### src/rtl/entry_pkg.sv
package entry_pkg;
  typedef enum logic [1:0] {
    ACT_HOLD  = 2'd0,
    ACT_INIT  = 2'd1,
    ACT_LOAD  = 2'd2,
    ACT_SHIFT = 2'd3
  } chain_act_e;
endpackage

### src/rtl/entry_edge_det.sv
module entry_edge_det (
  input  logic clk,
  input  logic rst,
  input  logic sig_in,
  output logic fall_o
);
  logic sig_q;

  always_ff @(posedge clk) begin
    if (rst) sig_q <= 1'b0;
    else     sig_q <= sig_in;
  end

  assign fall_o = sig_q & ~sig_in;
endmodule

### src/rtl/entry_ctrl.sv
module entry_ctrl
  import entry_pkg::*;
(
  input  logic       clk,
  input  logic       rst,
  input  logic       par_load,
  input  logic       ser_fall,
  input  logic       ser_en_n,
  input  logic       full,
  input  logic       out_ready,
  output chain_act_e act,
  output logic       proto_err
);
  logic take;
  assign take = full & out_ready;

  // Priority: reset, load, handover, shift
  always_comb begin
    if (rst)                                act = ACT_INIT;
    else if (par_load)                      act = ACT_LOAD;
    else if (take)                          act = ACT_INIT;
    else if (ser_fall && !ser_en_n && !full) act = ACT_SHIFT;
    else                                    act = ACT_HOLD;
  end

  always_ff @(posedge clk) begin
    if (rst) proto_err <= 1'b0;
    else     proto_err <= par_load & ser_fall;
  end

  // a full register never shifts
  a_r5_no_shift_full: assert property (@(posedge clk) disable iff (rst)
    full |-> (act != ACT_SHIFT));
endmodule

### src/rtl/entry_chain.sv
module entry_chain
  import entry_pkg::*;
#(
  parameter int DATA_W = 4
) (
  input  logic              clk,
  input  logic              rst,
  input  chain_act_e        act,
  input  logic              ser_bit,
  input  logic [DATA_W-1:0] par_data,
  output logic [DATA_W-1:0] data_o,
  output logic              flag_o
);
  localparam int TOP = DATA_W - 1;

  for (genvar i = 0; i < DATA_W; i++) begin : g_stage
    logic shift_in;
    if (i == TOP) begin : g_top
      assign shift_in = ser_bit;
    end else begin : g_mid
      assign shift_in = data_o[i+1];
    end

    always_ff @(posedge clk) begin
      unique case (act)
        ACT_INIT:  data_o[i] <= (i == TOP);
        ACT_LOAD:  data_o[i] <= par_data[i];
        ACT_SHIFT: data_o[i] <= shift_in;
        default:   data_o[i] <= data_o[i];
      endcase
    end
  end

  always_ff @(posedge clk) begin
    unique case (act)
      ACT_INIT:  flag_o <= 1'b0;
      ACT_LOAD:  flag_o <= 1'b1;
      ACT_SHIFT: flag_o <= data_o[0];
      default:   flag_o <= flag_o;
    endcase
  end

  // the marker leaving stage 0 sets the flag stage
  a_r4_marker_to_flag: assert property (@(posedge clk) disable iff (rst)
    (act == ACT_SHIFT && data_o[0]) |=> flag_o);
  // a shift moves each stage one place down
  a_r3_shift_moves: assert property (@(posedge clk) disable iff (rst)
    (act == ACT_SHIFT) |=> (data_o[TOP-1:0] == $past(data_o[TOP:1])));
endmodule

### src/rtl/nibble_entry_reg.sv
module nibble_entry_reg
  import entry_pkg::*;
#(
  parameter int DATA_W = 4
) (
  input  logic              clk,
  input  logic              rst,
  input  logic              par_load,
  input  logic [DATA_W-1:0] par_data,
  input  logic              ser_clk,
  input  logic              ser_data,
  input  logic              ser_en_n,
  output logic              full_n,
  output logic              out_valid,
  input  logic              out_ready,
  output logic [DATA_W-1:0] out_data,
  output logic              proto_err
);
  localparam logic [DATA_W-1:0] INIT_VAL = {1'b1, {(DATA_W-1){1'b0}}};

  logic       ser_fall;
  logic       full;
  chain_act_e act;

  entry_edge_det i_edge (
    .clk    (clk),
    .rst    (rst),
    .sig_in (ser_clk),
    .fall_o (ser_fall)
  );

  entry_ctrl i_ctrl (
    .clk       (clk),
    .rst       (rst),
    .par_load  (par_load),
    .ser_fall  (ser_fall),
    .ser_en_n  (ser_en_n),
    .full      (full),
    .out_ready (out_ready),
    .act       (act),
    .proto_err (proto_err)
  );

  entry_chain #(.DATA_W(DATA_W)) i_chain (
    .clk      (clk),
    .rst      (rst),
    .act      (act),
    .ser_bit  (ser_data),
    .par_data (par_data),
    .data_o   (out_data),
    .flag_o   (full)
  );

  assign full_n    = ~full;
  assign out_valid = full;

  // reset restores the empty state
  a_r10_reset_state: assert property (@(posedge clk)
    rst |=> (full_n && !proto_err && out_data == INIT_VAL));
  // parallel load captures the word and fills
  a_r2_load: assert property (@(posedge clk) disable iff (rst)
    par_load |=> (!full_n && out_data == $past(par_data)));
  // handover re-initialises
  a_r7_reinit: assert property (@(posedge clk) disable iff (rst)
    (out_valid && out_ready && !par_load) |=> (full_n && out_data == INIT_VAL));
  // back-pressure holds the nibble
  a_r7_hold: assert property (@(posedge clk) disable iff (rst)
    (!full_n && !out_ready && !par_load) |=> (!full_n && $stable(out_data)));
  // collision raises the flag next cycle
  a_r8_collision: assert property (@(posedge clk) disable iff (rst)
    (par_load && $past(ser_clk) && !ser_clk) |=> proto_err);
endmodule

### config.mk
export PLATFORM = sky130hd
export DESIGN_NAME = nibble_entry_reg
export DESIGN_NICKNAME = d
export VERILOG_FILES = /design/src/rtl/entry_pkg.sv /design/src/rtl/entry_edge_det.sv /design/src/rtl/entry_ctrl.sv /design/src/rtl/entry_chain.sv /design/src/rtl/nibble_entry_reg.sv
export SDC_FILE = /design/constraint.sdc
export NUM_CORES = 1
export LEC_CHECK = 0
export CORE_AREA = 2 2 39 41
export DETAILED_ROUTE_END_ITERATION = 8
export DIE_AREA = 0 0 41 43
export SLEW_MARGIN = 10
export SYNTH_ARGS = -nofsm -noshare
export SYNTH_HDL_FRONTEND = slang
export SYNTH_SLANG_ARGS = --single-unit
### constraint.sdc
create_clock -name clk -period 1.88 [get_ports clk]
set_input_delay 0.564 -clock clk [delete_from_list [all_inputs] [get_ports clk]]
set_output_delay 0.564 -clock clk [all_outputs]
set_load 0.01 [all_outputs]
# [After elaboration in Yosys (flattened, before gate mapping)]
# Index checks and enable logic that the tools add are counted.
[word_totals] regBits=7 out_inout_bits=7 word_cells=29
[op_classes] eq_ne=3 muxes=9 n_bitwise=5 n_reduce_logical=5
[op_table] op="$pmux 1 s3" n=5
[op_table] op="$mux 2" n=4
[op_table] op="$eq 2x2->1 const B" n=2
[op_table] op="$and 1x1->1" n=3
[op_table] op="$reduce_bool 3->1" n=1
[op_table] op="$eq 2x1->1 const B" n=1
[op_table] op="$logic_and 1x1->1" n=2
[op_table] op="$logic_not 1->1" n=2
[op_table] op="$not 1->1" n=2

# [Depth between registers and ports, before layout]
[depth] word_depth=10 mapped_depth=2 ltp_nobuf=2

# [Hierarchy]
# A second synthesis with hierarchy kept.
[unflattened] hier_cells=32 hier_area_um2=365.4
[modules_own_cells] module="entry_chain" n_inst=1 cells_each=20 area_per_inst_um2=264.0
[modules_own_cells] module="entry_ctrl" n_inst=1 cells_each=8 area_per_inst_um2=62.6
[modules_own_cells] module="entry_edge_det" n_inst=1 cells_each=3 area_per_inst_um2=35.0
[modules_own_cells] module="nibble_entry_reg" n_inst=1 cells_each=1 area_per_inst_um2=3.8

# [Worst setup path before layout]
# OpenSTA, ideal clock, no wires.
[synth_timing] kind="in2reg" startpoint="in ser_clk" endpoint="reg i_chain.data_o[0], enable pin" setup_time_ns=0.318 t_arrival_ns=1.252 path_slack_ns=0.310 path_stages=2 path_cell_list="or4b_1 -> nand3_1"
[synth_via] elab_chain_cells=10 word_cells_on_any_way=12
[synth_lines] item="start, declared" line="nibble_entry_reg.sv:10" text="input logic ser_clk,"
[synth_lines] item="$not 1->1 (*)" line="entry_edge_det.sv:14" text="assign fall_o = sig_q & ~sig_in;"
[synth_lines] item="$and 1x1->1 (*)" line="entry_edge_det.sv:14"
[synth_lines] item="$logic_and 1x1->1 (*) (2 in series)" line="entry_ctrl.sv:22" text="else if (ser_fall && !ser_en_n && !full) act = ACT_SHIFT;"
[synth_lines] item="$mux 2 (*)" line="entry_ctrl.sv:22"
[synth_lines] item="$mux 2 (*)" line="entry_ctrl.sv:21" text="else if (take) act = ACT_INIT;"
[synth_lines] item="$mux 2 (*)" line="entry_ctrl.sv:20" text="else if (par_load) act = ACT_LOAD;"
[synth_lines] item="$mux 2 (*)" line="entry_ctrl.sv:19" text="if (rst) act = ACT_INIT;"
[synth_lines] item="$eq 2x1->1 / $eq 2x2->1 (equally long branches)" line="entry_chain.sv:25" text="unique case (act)"
[synth_lines] item="$reduce_bool 3->1 (no line) (*)"
[synth_lines] item="end signal, assigned by index" line="entry_chain.sv:26" text="ACT_INIT: data_o[i] <= (i == TOP);"
[synth_lines] item="end signal, assigned by index" line="entry_chain.sv:27" text="ACT_LOAD: data_o[i] <= par_data[i];"
[synth_lines] item="end signal, assigned by index" line="entry_chain.sv:28" text="ACT_SHIFT: data_o[i] <= shift_in;"
[synth_lines] item="end, declared" line="entry_chain.sv:11" text="output logic [DATA_W-1:0] data_o,"
# Every way passes the cells marked *; elsewhere a longest branch is shown, timed or not.
# A chain may end at the register's enable or synchronous reset.

# [Worst setup path after layout]
[layout_timing] startpoint="in ser_clk" endpoint="reg i_chain.data_o[1], in the netlist i_chain.g_stage[0].shift_in, enable pin"
# Same word-level chain as after synthesis.

==> results.md <==
- Post-synthesis cell area: 335 um2
- Post-CTS Hold Buffers: 0
- Post-Synth XOR/XNOR Area: 0
- Final setup margin: 0.0953 ns
- N_diodes: 0
- Core footprint: 1380 um2
- Register area share after synthesis: 0.567
- Synth Area in Compound Gates: 0.131
- Total Power: 0.000398 W
- Clock tree from TritonCTS: done
- DRT iter0 DRCs: 3
- Initial Util: 0.242
- DIE WIDTH: 41 um
- Drt wl/cell: 10.3 um
- HPWL Detailed: 568 um
- Root buffer cell: clkbuf_4
- DRC: 0
- Placer congestion estimate: 0.683
- Final hold slack: 0.501 ns
- Max VDD drop: 0.301 mV
- CP required: 1.81 ns
- Data arrival, critical path: 1.71 ns
- Initial antenna violation count: 0
- Worst Setup Path Type: input pin to register
- I/O pins: 18
- Layout net count: 66
- Least-Margin Pin Slew: 0.300 ns
- Final Skew: 0.00643 ns
- Row count: 14
- GRT Util Overall: 0.108
- Commonest non-fill, non-tap cell in the layout: clkdlybuf4s50_1
- Syn nets: 38
- Ys Warns: 0
- First-pass GRT wire length: 1190 um
- CTS Buffer Depth: 2
- Fmax: 560 MHz
- DP Worst Slack: -0.164 ns
- Yosys reg bits: 7
- Areal power density over the cells: 664 nW/um2
- Crit share post-route: 0.949
- Worst rel slew slack: 0.800
- Die Y: 43 um
- Leakage: 0.233 nW
- Filler cells: 153
- Main combinational cell family by area after synthesis: simple AND/OR/NAND/NOR gates
- Post-Synth Simple-Gate Area: 0.224
- Share of post-route cells with drive strength above 1: 0.241
- Vias in the first global route: 301
- Critical path peak fanout: 5
- Htree depth: 1
- Hold Path Depth: 1
- Area added between synthesis and finish: 78.7%
- Wirelength, routed: 722 um
- Final max-slew violation count: 0
- DR vias: 303
- Placed insts: 62
- Min-Delay Path Class: register to register
- Remaining antenna violation count: 0
- CP Launch Type: input pin
- Final hold violation count: 0
- Setup-failing EPs final: 0
- Drt via density: 4.33
- Remaining Overflow, GRT: 0
- Distinct cells, synth: 16
- Status: finished clean
- CTS Buf Count: 3
- Final min period: 1.78 ns
- Post-layout util: 0.433
- Synthesized instance count: 27
- Synth Area in Adders: 0
- Number of buffers added on ports: 17
- Worst Setup End Kind: register
- CTS sink cnt: 7
- Final Non-Filler Cells: 70
- First-pass iteration count of the detailed router: 4
- Largest net degree at the start of global routing: 6
- Worst reg-to-reg path cell count: 4
- # Max-Cap Violations: 0
- Unrepaired setup endpoints after global routing: false
- Syn Area/Cell: 12.4 um2
- Die area: 1760 um2
- Clock-pin slew on the worst setup and hold paths: 0.05 ns
- Mux share of post-synthesis cell area: 0
- Commonest non-fill, non-tap cells in the layout: 16 x clkdlybuf4s50_1, 9 x buf_4, 5 x edfxtp_1
- Skew-Pair Late Insertion Delay: 0.24 ns
-- final timing paths --
| check | end | slack (ns) | from |
|---|---|---|---|
| worst max-delay path | i_chain.g_stage[0].shift_in$_DFFE_PP_ | 0.1 | ser_clk |
| worst min register to register | i_ctrl.proto_err$_SDFF_PP0_ | 0.50 | i_edge.sig_q$_SDFF_PP0_ |
| worst max register to register | i_chain.g_stage[0].shift_in$_DFFE_PP_ | 0.11 | i_chain.flag_o$_DFFE_PP_ |
| worst min-delay path | i_ctrl.proto_err$_SDFF_PP0_ | 0.50 | i_edge.sig_q$_SDFF_PP0_ |
-- repair_timing --
| action | CTS | global route |
|---|---|---|
| cloned | 0 | 0 |
| setup endpoints to repair | 1 | 1 |
| setup buffers | 2 | 2 |
| resized for setup | 0 | 1 |
-- per-layer routing --
metal  wire, um  global-route usage  vias up
met5          0                   0        -
met4          0              0.0800        0
met2        306               0.141       18
met1        337               0.130      129
li1           -                   -      156
met3         79              0.0524        0
-- area by class of cell --
cell class / instances / area [um2] / area share
timing repair buffer: 26 / 240 / 0.401
sequential: 7 / 190 / 0.317
multi-input combinational: 16 / 119 / 0.198
clock buffer: 4 / 26.3 / 0.0438
tap: 16 / 20.0 / 0.0334
inverter: 1 / 3.75 / 0.00626
-- per-stage QoR --
stage | TNS [ns] | area [um2]
4_1_cts | 0 | 582
3_3_place_gp | -0.720 | 541
5_1_grt | 0 | 599
2_1_floorplan | 0 | 335
6_report | 0 | 599
3_5_place_dp | -0.819 | 541
-- kinds of logic after synthesis --
group,Yosys count
buffers and inverters,4
AO/OA/AOI/OAI,5
AND/OR/NAND/NOR,11
flip-flops,7
-- critical path, stage by stage --
cell             delay (ns)
clkdlybuf4s50_1        0.41
or4b_1                 0.53
nand3_1                0.21
-- synthesized netlist by cell type --
library cell  instances  area share
a32o_1                3       0.090
nor2_1                1       0.011
inv_1                 1       0.011
edfxtp_1              5        0.45
a2bb2oi_1             1       0.026
or4b_1                1       0.030
nor2b_1               2       0.037
nor4b_2               1       0.045
nand3_1               1       0.015
dfxtp_1               2        0.12
nor3b_1               1       0.022
nand2b_1              2       0.037
buf_4                 3       0.067
nor3_1                1       0.015
nand2_1               1       0.011
o21ai_1               1       0.015
-- sequential cells by signal, summed over array words and instances, names as in the netlist --
signal,count
i_chain.flag_o,1
i_chain.g_stage.shift_in,3
i_edge.sig_q,1
i_ctrl.proto_err,1
i_chain.data_o,1
-- where the power goes --
part           internal (W)  switching (W)   total, W
registers          0.000177     0.00000611   0.000183
logic             0.0000570      0.0000271  0.0000841
clock network     0.0000807      0.0000503   0.000131
total              0.000314      0.0000835   0.000398
Power figures use the tool's default switching activity.
